===== src/rtl/prog_seq_pkg.sv =====
package prog_seq_pkg;

    typedef enum logic [4:0] {
        S_IDLE,
        S_PWR,
        S_RSTHI,
        S_WSEL,
        S_WLOAD,
        S_WDATA,
        S_WHV,
        S_WSTB,
        S_WWAIT,
        S_WADV,
        S_VRST0,
        S_VRST1,
        S_VSEL,
        S_VLOAD,
        S_VSAMP,
        S_VADV,
        S_OFF_ADV,
        S_OFF_RST,
        S_DONE
    } seq_state_t;

    localparam logic [3:0] MODE_IDLE  = 4'h0;
    localparam logic [3:0] MODE_WRITE = 4'hE;
    localparam logic [3:0] MODE_READ  = 4'hC;

endpackage


===== src/rtl/prog_seq_cnt.sv =====
module prog_seq_cnt #(
    parameter int W   = 4,
    parameter int MAX = 15
) (
    input  logic         clk,
    input  logic         rst_n,
    input  logic         clr,
    input  logic         inc,
    output logic [W-1:0] q
);
    localparam logic [W-1:0] LIMIT = W'(MAX);

    always_ff @(posedge clk or negedge rst_n) begin
        if (!rst_n) begin
            q <= '0;
        end else if (clr) begin
            q <= '0;
        end else if (inc && q != LIMIT) begin
            q <= q + 1'b1;
        end
    end

    // the counter saturates and never passes its limit
    p_cnt_in_range_r8: assert property (@(posedge clk) disable iff (!rst_n)
        q <= LIMIT);

endmodule


===== src/rtl/prog_seq_done_det.sv =====
module prog_seq_done_det #(
    parameter int USE_POLL = 0
) (
    input  logic armed,
    input  logic rdy,
    input  logic rd_bit7,
    input  logic wr_bit7,
    output logic fin
);
    generate
        if (USE_POLL != 0) begin : g_poll
            assign fin = armed && (rd_bit7 == wr_bit7);
        end else begin : g_busy
            assign fin = armed && rdy;
        end
    endgenerate
endmodule


===== src/rtl/prog_seq_top.sv =====
module prog_seq_top
    import prog_seq_pkg::*;
#(
    parameter int DEPTH       = 4096,
    parameter int USE_POLL    = 0,
    parameter int STEP_CYC    = 8,
    parameter int TIMEOUT_CYC = 240000
) (
    input  logic                     clk,
    input  logic                     rst_n,
    input  logic                     start,
    input  logic                     s_valid,
    input  logic [7:0]               s_data,
    input  logic                     s_last,
    output logic                     s_ready,
    output logic                     tgt_pwr,
    output logic                     tgt_rst,
    output logic                     tgt_hv,
    output logic                     tgt_adv,
    output logic                     tgt_prog,
    output logic [3:0]               tgt_mode,
    output logic [7:0]               tgt_dq_out,
    output logic                     tgt_dq_oe,
    input  logic [7:0]               tgt_dq_in,
    input  logic                     tgt_rdy,
    output logic                     done,
    output logic                     error,
    output logic [$clog2(DEPTH)-1:0] err_addr,
    output logic [7:0]               err_data
);
    localparam int ADDR_W = $clog2(DEPTH);
    localparam int STEP_W = $clog2(STEP_CYC + 1);
    localparam int TO_W   = $clog2(TIMEOUT_CYC + 1);

    seq_state_t state_q, state_d;
    logic [STEP_W-1:0] step_q;
    logic [TO_W-1:0]   wait_q;
    logic [ADDR_W-1:0] idx_q;
    logic [7:0]        byte_q;
    logic              last_q;
    logic              err_q;
    logic [ADDR_W-1:0] err_addr_q;
    logic [7:0]        err_data_q;
    logic              step_done, timeout, armed, wr_fin, accept, mismatch;

    prog_seq_cnt #(.W(STEP_W), .MAX(STEP_CYC)) u_step (
        .clk(clk), .rst_n(rst_n), .clr(state_d != state_q), .inc(1'b1), .q(step_q));

    prog_seq_cnt #(.W(TO_W), .MAX(TIMEOUT_CYC)) u_wait (
        .clk(clk), .rst_n(rst_n), .clr(state_q != S_WWAIT), .inc(1'b1), .q(wait_q));

    prog_seq_cnt #(.W(ADDR_W), .MAX(DEPTH - 1)) u_idx (
        .clk(clk), .rst_n(rst_n),
        .clr(state_q == S_PWR || state_q == S_VRST0),
        .inc((state_q == S_WADV || state_q == S_VADV) && step_done),
        .q(idx_q));

    assign step_done = (step_q == STEP_W'(STEP_CYC - 1));
    assign timeout   = (wait_q == TO_W'(TIMEOUT_CYC - 1));
    assign armed     = (wait_q >= TO_W'(STEP_CYC));
    assign accept    = s_valid && s_ready;
    assign mismatch  = (tgt_dq_in != byte_q);

    prog_seq_done_det #(.USE_POLL(USE_POLL)) u_det (
        .armed(armed), .rdy(tgt_rdy), .rd_bit7(tgt_dq_in[7]),
        .wr_bit7(byte_q[7]), .fin(wr_fin));

    // next-state logic
    always_comb begin
        state_d = state_q;
        unique case (state_q)
            S_IDLE:    if (start) state_d = S_PWR;
            S_PWR:     if (step_done) state_d = S_RSTHI;
            S_RSTHI:   if (step_done) state_d = S_WSEL;
            S_WSEL:    if (step_done) state_d = S_WLOAD;
            S_WLOAD:   if (s_valid) state_d = S_WDATA;
            S_WDATA:   if (step_done) state_d = S_WHV;
            S_WHV:     if (step_done) state_d = S_WSTB;
            S_WSTB:    if (step_done) state_d = S_WWAIT;
            S_WWAIT: begin
                if (timeout)     state_d = S_OFF_ADV;
                else if (wr_fin) state_d = last_q ? S_VRST0 : S_WADV;
            end
            S_WADV:    if (step_done) state_d = S_WSEL;
            S_VRST0:   if (step_done) state_d = S_VRST1;
            S_VRST1:   if (step_done) state_d = S_VSEL;
            S_VSEL:    if (step_done) state_d = S_VLOAD;
            S_VLOAD:   if (s_valid) state_d = S_VSAMP;
            S_VSAMP: begin
                if (step_done) state_d = (mismatch || last_q) ? S_OFF_ADV : S_VADV;
            end
            S_VADV:    if (step_done) state_d = S_VLOAD;
            S_OFF_ADV: if (step_done) state_d = S_OFF_RST;
            S_OFF_RST: if (step_done) state_d = S_DONE;
            S_DONE:    if (start) state_d = S_PWR;
            default:   state_d = S_IDLE;
        endcase
    end

    // state register
    always_ff @(posedge clk or negedge rst_n) begin
        if (!rst_n) state_q <= S_IDLE;
        else        state_q <= state_d;
    end

    // data path and error capture
    always_ff @(posedge clk or negedge rst_n) begin
        if (!rst_n) begin
            byte_q     <= '0;
            last_q     <= 1'b0;
            err_q      <= 1'b0;
            err_addr_q <= '0;
            err_data_q <= '0;
        end else begin
            if (accept) begin
                byte_q <= s_data;
                last_q <= s_last || (idx_q == ADDR_W'(DEPTH - 1));
            end
            if ((state_q == S_IDLE || state_q == S_DONE) && start) begin
                err_q <= 1'b0;
            end else if (state_q == S_WWAIT && timeout) begin
                err_q      <= 1'b1;
                err_addr_q <= idx_q;
                err_data_q <= byte_q;
            end else if (state_q == S_VSAMP && step_done && mismatch) begin
                err_q      <= 1'b1;
                err_addr_q <= idx_q;
                err_data_q <= tgt_dq_in;
            end
        end
    end

    // outputs decoded from the state
    always_comb begin
        tgt_pwr   = 1'b0;
        tgt_rst   = 1'b0;
        tgt_hv    = 1'b0;
        tgt_adv   = 1'b0;
        tgt_prog  = 1'b0;
        tgt_mode  = MODE_IDLE;
        tgt_dq_oe = 1'b0;
        s_ready   = 1'b0;
        done      = 1'b0;
        unique case (state_q)
            S_IDLE: ;
            S_PWR:  tgt_pwr = 1'b1;
            S_RSTHI, S_VRST1, S_OFF_ADV: begin
                tgt_pwr = 1'b1; tgt_rst = 1'b1; tgt_prog = 1'b1;
            end
            S_WSEL, S_WLOAD: begin
                tgt_pwr = 1'b1; tgt_rst = 1'b1; tgt_prog = 1'b1;
                tgt_mode = MODE_WRITE;
                s_ready = (state_q == S_WLOAD);
            end
            S_WDATA, S_WHV, S_WSTB: begin
                tgt_pwr = 1'b1; tgt_rst = 1'b1; tgt_mode = MODE_WRITE;
                tgt_dq_oe = 1'b1;
                tgt_hv   = (state_q != S_WDATA);
                tgt_prog = (state_q != S_WSTB);
            end
            S_WWAIT, S_WADV, S_VSEL, S_VLOAD, S_VSAMP, S_VADV: begin
                tgt_pwr = 1'b1; tgt_rst = 1'b1; tgt_prog = 1'b1;
                tgt_mode = MODE_READ;
                tgt_adv = (state_q == S_WADV || state_q == S_VADV);
                s_ready = (state_q == S_VLOAD);
            end
            S_VRST0: begin
                tgt_pwr = 1'b1; tgt_prog = 1'b1; tgt_mode = MODE_READ;
            end
            S_OFF_RST: tgt_pwr = 1'b1;
            S_DONE:    done = 1'b1;
            default: ;
        endcase
    end

    assign tgt_dq_out = byte_q;
    assign error      = err_q;
    assign err_addr   = err_addr_q;
    assign err_data   = err_data_q;

    // enable rises only after supply was already on
    p_rst_after_pwr_r2: assert property (@(posedge clk) disable iff (!rst_n)
        $rose(tgt_rst) |-> tgt_pwr && $past(tgt_pwr));

    // supply falls only after enable was already low
    p_pwr_off_order_r11: assert property (@(posedge clk) disable iff (!rst_n)
        $fell(tgt_pwr) |-> !tgt_rst && !$past(tgt_rst) && !$past(tgt_adv));

    // error stays set until a new run starts
    p_err_sticky_r11: assert property (@(posedge clk) disable iff (!rst_n)
        error && !start |=> error);

    // high voltage never rises without data already driven
    p_hv_after_data_r3: assert property (@(posedge clk) disable iff (!rst_n)
        $rose(tgt_hv) |-> $past(tgt_dq_oe));

    // done only with target unpowered
    p_done_unpowered_r11: assert property (@(posedge clk) disable iff (!rst_n)
        done |-> !tgt_pwr);

endmodule


===== config.mk =====
export PLATFORM = sky130hd
export DESIGN_NAME = prog_seq_top
export DESIGN_NICKNAME = d
export VERILOG_FILES = /design/src/rtl/prog_seq_pkg.sv /design/src/rtl/prog_seq_cnt.sv /design/src/rtl/prog_seq_done_det.sv /design/src/rtl/prog_seq_top.sv
export SDC_FILE = /design/constraint.sdc
export NUM_CORES = 1
export LEC_CHECK = 0
export BUFFER_PORTS_ARGS = -buffer_cell sky130_fd_sc_hd__clkbuf_2
export CAP_MARGIN = 10
export CORE_MARGIN = 1
export CORE_UTILIZATION = 59
export CTS_BUF_LIST = sky130_fd_sc_hd__clkbuf_8
export DETAILED_ROUTE_END_ITERATION = 6
export MAX_ROUTING_LAYER = met4
export PLACE_DENSITY = 0.94
export SETUP_SLACK_MARGIN = 0.1
export SYNTH_ARGS = -nofsm -noshare
export SYNTH_HDL_FRONTEND = slang
export SYNTH_SLANG_ARGS = --single-unit

===== constraint.sdc =====
create_clock -name clk -period 2.6 [get_ports clk]
set_input_delay 0.65 -clock clk [delete_from_list [all_inputs] [get_ports clk]]
set_output_delay 0.65 -clock clk [all_outputs]
set_load 0.05 [all_outputs]

Word-level counts from Yosys, hierarchy flattened

Cells that the tools add are included.

Add/subtract/negate cells: 3
Bitwise logic cells: 1
Magnitude comparators: 1
Eq/ne operators: 29
Muxes and demuxes: 42
Reduce and logical (&&, ||, !) cells: 31

Operator list:

| operator                                              | number |
|---|---|
| 2-to-1 mux 5 bit                                      | 18 |
| case mux 5 bit (16 select lines)                      | 1 |
| 2-to-1 mux 12 bit                                     | 4 |
| equality test 5 x 4 -> 1 bit (second input constant)  | 8 |
| 2-to-1 mux 18 bit                                     | 2 |
| equality test 5 x 3 -> 1 bit (second input constant)  | 4 |
| adder 18 x 1 -> 18 bit (second input constant)        | 1 |
| equality test 18 bit (second input constant)          | 1 |
| >= comparator 18 x 4 -> 1 bit (second input constant) | 1 |
| != test 18 bit (second input constant)                | 1 |
| OR reduction 17 bit                                   | 1 |
| 2-to-1 mux 8 bit                                      | 2 |
| equality test 5 bit (second input constant)           | 3 |
| OR reduction 14 bit                                   | 1 |
| adder 12 x 1 -> 12 bit (second input constant)        | 1 |
| equality test 12 bit (second input constant)          | 1 |
| != test 12 bit (second input constant)                | 1 |
| OR reduction 12 bit                                   | 1 |
| equality test 5 x 2 -> 1 bit (second input constant)  | 2 |
| != test 5 x 3 -> 1 bit (second input constant)        | 2 |
| 2-to-1 mux 1 bit                                      | 9 |
| logical AND 1 bit                                     | 8 |
| 2-to-1 mux 4 bit                                      | 2 |
| != test 8 bit                                         | 1 |
| 20 further kinds                                      | 31 |

Flip-flop bits (word level): 69
Word-level logic and storage cells: 116
Output and inout port bits: 41
Input bits: 22

Logic depth before layout (Yosys ltp)

Word-level depth: 7
Gate-level depth with buffers: 10
Depth with buffers taken out: 8

Cells and area by module

A second synthesis with hierarchy kept.

Cell total of the unflattened synthesis: 448
Area, all modules: 4262.8 um2

By module, submodules not included:

| module                 | cells each | instances | area an instance (um2) |
|---|---|---|---|
| prog_seq_top           | 245        | 1         | 2259.7 |
| prog_seq_cnt at u_wait | 109        | 1         | 1053.5 |
| prog_seq_cnt at u_idx  | 70         | 1         | 714.4 |
| prog_seq_cnt at u_step | 23         | 1         | 229.0 |
| prog_seq_done_det      | 1          | 1         | 6.3 |

Worst setup path before layout

No wires, ideal clock.

Path type: register to output
From: register state_q[3]
To: output port tgt_mode[3]
Cell stages (with the launch flop): 7
Buffers on the path: 4
Data required time: 1.950 ns
Setup slack: -0.352 ns
Arrival time: 2.302 ns
Path through: dfrtp_1 -> buf_2 -> clkbuf_1 -> clkbuf_1 -> xor2_1 -> a21oi_1 -> buf_4

Word-level cells in the longest chain between the ends: 3
Elaborated cells between the ends (all ways): 15
Classes of those cells: eq/ne (12); mux (1); reduce/logical (2)

RTL lines:

| item                                                               | line                | RTL |
|---|---|---|
| from (decl)                                                        | prog_seq_top.sv:35  | `seq_state_t state_q, state_d;` |
| from (signal assigned)                                             | prog_seq_top.sv:103 | `else state_q <= state_d;` |
| equality test 5 x 4 -> 1 bit (tied with other cells)               | prog_seq_top.sv:144 | `unique case (state_q)` |
| OR reduction 7 bit (no line) or OR reduction 5 bit (tied branches) | n/a                 |  |
| case mux 4 bit (2 select lines) (*)                                | prog_seq_top.sv:144 |  |
| to (decl)                                                          | prog_seq_top.sv:21  | `output logic [3:0] tgt_mode,` |

Every way passes the cells marked *; elsewhere a longest branch is shown, timed or not.

Worst setup path after layout

From: register state_q[1]
To: register u_step.q[0]

Word-level cells in the longest chain between the ends: 5
Elaborated cells between the ends (all ways): 43
Classes of those cells: eq/ne (19); mux (19); reduce/logical (5)

RTL lines:

| item                                                             | line               | RTL |
|---|---|---|
| equality test 5 bit (tied with other cells)                      | prog_seq_top.sv:71 | `unique case (state_q)` |
| OR reduction 2 bit (no line) or 2-to-1 mux 5 bit (tied branches) | n/a                |  |
| case mux 5 bit (16 select lines)                                 | prog_seq_top.sv:71 |  |
| != test 5 bit (*)                                                | prog_seq_top.sv:47 | `.clk(clk), .rst_n(rst_n), .clr(state_d != state_q), .inc(1'b1), .q(step_q));` |
| 2-to-1 mux 4 bit or nonzero test 2 bit (tied branches)           | n/a                |  |
| to (signal assigned)                                             | prog_seq_cnt.sv:19 | `q <= q + 1'b1;` |
| to (decl)                                                        | prog_seq_cnt.sv:9  | `output logic [W-1:0] q` |

Marked as above.
A chain may end at the register's enable or synchronous reset.

==> metrics <==
drt total wl=~11,000 microns; Crit path arrival time=about 2.9 ns; hold crit path type=in -> async; failing checks=setup timing; CP max FO=7; crit path kind=reg -> reg; largest net degree at the start of global routing=46; Hold Buf Count CTS=0; Root Buffer=clkbuf_8; Netlist Area Pre-Place=approximately 3900 sq um; Final Max Tran Viols=0; Area contributors post-synth=dfrtp_1 (44%), mux2_2 (6.3%), nor2_1 (5.4%); number of primary I/O pins=between 60 and 70; worst skew pair latency=around 0.35 ns; GRT Total Usage=0.319; clock skew=~0.010 ns; Routed Antenna Nets=0; number of global-route vias before repair=roughly 3.5k; WL/cell=18.6 microns; First-pass DRT Iterations=5; row count=29; area leader, netlist=dfrtp_1; Max Clk Rate=about 380 MHz; sequential share of the synthesized area=0.440; asr flop ratio synth=1.00; Syn Nets=roughly 440; #FFs+latches synth=between 60 and 70; Final min period=2.60 ns; number of enable flip-flop cells after synthesis=0; CP Launch Type=flip-flop; Die H=83.6 microns; clk slew on worst S/H paths=0.08 ns; # DRC=0; CP startpoint=state_q[1]$_DFF_PN0_; static leakage=2.28 nW; Post-synth top flop=dfrtp_1; first-pass GRT wire length=about 17,000 microns; die footprint=approximately 7000 sq um; initial antenna violation count=0; Die Width=roughly 84 microns; Sink Count=69; post-synth cell types=56; Syn-to-layout area delta=22.6%; Mapped Avg Cell Area=about 9.5 sq um; dpl hpwl=6880 microns; final core utilization=0.753; Core Box Area=~6400 sq um; Post-synth top cells=dfrtp_1 (69), nor2_1 (56), a21oi_1 (29), nand2_1 (25), mux2_2 (22); CTS tree=yes; total CTS buffers=9; status=complete, but fails checks; Reg2Reg Launch Point=state_q[1]$_DFF_PN0_; Hold Fails Final Rpt=0; Iteration-0 DRC Markers=390; Syn. warnings=0; Hold Slack=roughly 0.29 ns; diode count=0; setup ws final=-0.00162 ns; DR vias/cell=~6.3; Critical Path RT=~2.9 ns; layout cells sized above 1=0.345; Mapped Cells=411; setup violators final=1; Relative slew margins=0.521; maximum level of the CTS H-tree=3; initial core utilization=0.614; worst-margin pin slew=~0.71 ns; max cap viols=0; top cell type's share of synthesized area=0.440; CTS Buffer Depth=2; maximum VDD drop=0.760 mV; global route overflow=0; GP Congestion=between 0.9 and 1; P per Cell Area=roughly 700 nW/um^2; fin crit share=1.00; # port buffers=61; unrepaired setup endpoints after global routing=true; most common cell in the netlist=dfrtp_1; # nets final=520; Crit. End Element=flip-flop; via count=roughly 3.6k
==> area by class of cell <==
class	instances	area, sq um
multi-input cells	309	2150
well taps	77	96.3
inverters	9	33.8
fillers	404	1580
clock buffers	11	151
repair buffers	95	614
flip-flops and latches	69	1730
clock inverters	5	35.0
==> worst paths after layout <==
path                                      endpoint  slack [ns]  cells after the start
max                        u_step.q[0]$_DFFE_PN0P_      -0.002                      8
min reg2reg                      error$_DFFE_PN0P_        0.51                      1
max reg2reg                u_step.q[0]$_DFFE_PN0P_      -0.002                      8
min                        u_idx.q[10]$_DFFE_PN0P_        0.29                      1
min in group clk                 error$_DFFE_PN0P_        0.51                      1
max in group asynchronous     state_q[3]$_DFF_PN0_        1.66                      2
==> what timing repair did <==
action	4_1_cts	5_1_grt
setup buffers	3	10
setup endpoints to repair	10	13
resized for setup	12	20
hold endpoints to repair	0	0
pin swaps	4	5
==> cells in the final DEF, fill, tap and decap left out, types with 3 or more instances in the layout <==
cell	synthesis	final
dfrtp_1	69	65
clkbuf_2	0	57
nor2_1	56	51
buf_4	3	29
a21oi_1	29	26
nand2_1	25	24
mux2_2	22	22
xnor2_1	19	19
xor2_1	18	18
nand3_1	17	17
mux2i_1	14	14
clkbuf_8	0	13
nand4_1	12	12
nor3_1	17	12
o21ai_0	12	11
inv_1	9	9
nor3_2	0	5
ha_1	5	5
nor2_2	0	4
a21oi_2	1	4
or3_1	4	4
dfrtp_2	0	4
nor4_4	3	3
or2_2	3	3
nor2b_1	5	3
o22ai_1	3	3
o211ai_1	3	3
buf_6	0	3
==> logic make-up after synthesis <==
family,after synthesis,share of synthesized area
buffers and inverters,33,0.0373
xor gates and xnor gates,37,0.0826
adders and majority gates,5,0.0159
AOI/OAI and AO/OA,65,0.103
muxes,36,0.0989
and+or+nand+nor,165,0.221
other,1,0.000956
DFF,69,0.440
==> report_power, final <==
part           internal [mW]  switching [mW]  total (mW)
sequential              1.12          0.0744        1.20
combinational          0.517           0.913        1.43
clock                  0.398           0.414       0.812
total                   2.04            1.40        3.44
==> metrics by stage <==
stage,TNS (ns),area (sq um),instances,power (mW),setup slack (ns)
final,-0.00162,4810,575,3.44,-0.00162
after global routing,-0.0838,4810,575,3.58,-0.0662
after CTS,0,4670,565,3.31,0.106
after detailed placement,0,4420,546,2.43,0.0633
after global placement,0,4420,546,2.40,0.180
after floorplan,-0.0142,3940,411,2.12,-0.0142
==> flip-flops by register name (all words and copies together) (netlist names) <==
register,count
err_data,8
u_wait.q,18
error,1
state_q,5
u_idx.q,12
u_step.q,4
tgt_dq_out,8
last_q,1
err_addr,12
==> routing by layer <==
metal,GRT usage,wire (microns),share of wire,vias to the layer above
met5,-,0,0,-
met4,0.133,405,0.038,0
met3,0.0712,849,0.079,53
met2,0.506,5220,0.49,228
met1,0.400,4210,0.39,1754
li1,-,-,-,1612
==> critical path, stage by stage (launching register included) <==
cell and delay (ns):
dfrtp_2 0.49, buf_4 0.16, nand2b_2 0.10, nor3_2 0.25, nor4b_4 0.35, nor3_2 0.12, and4_1 0.22, or4_4 0.58
nor3_1 0.25
(Power assumes the default switching activity.)
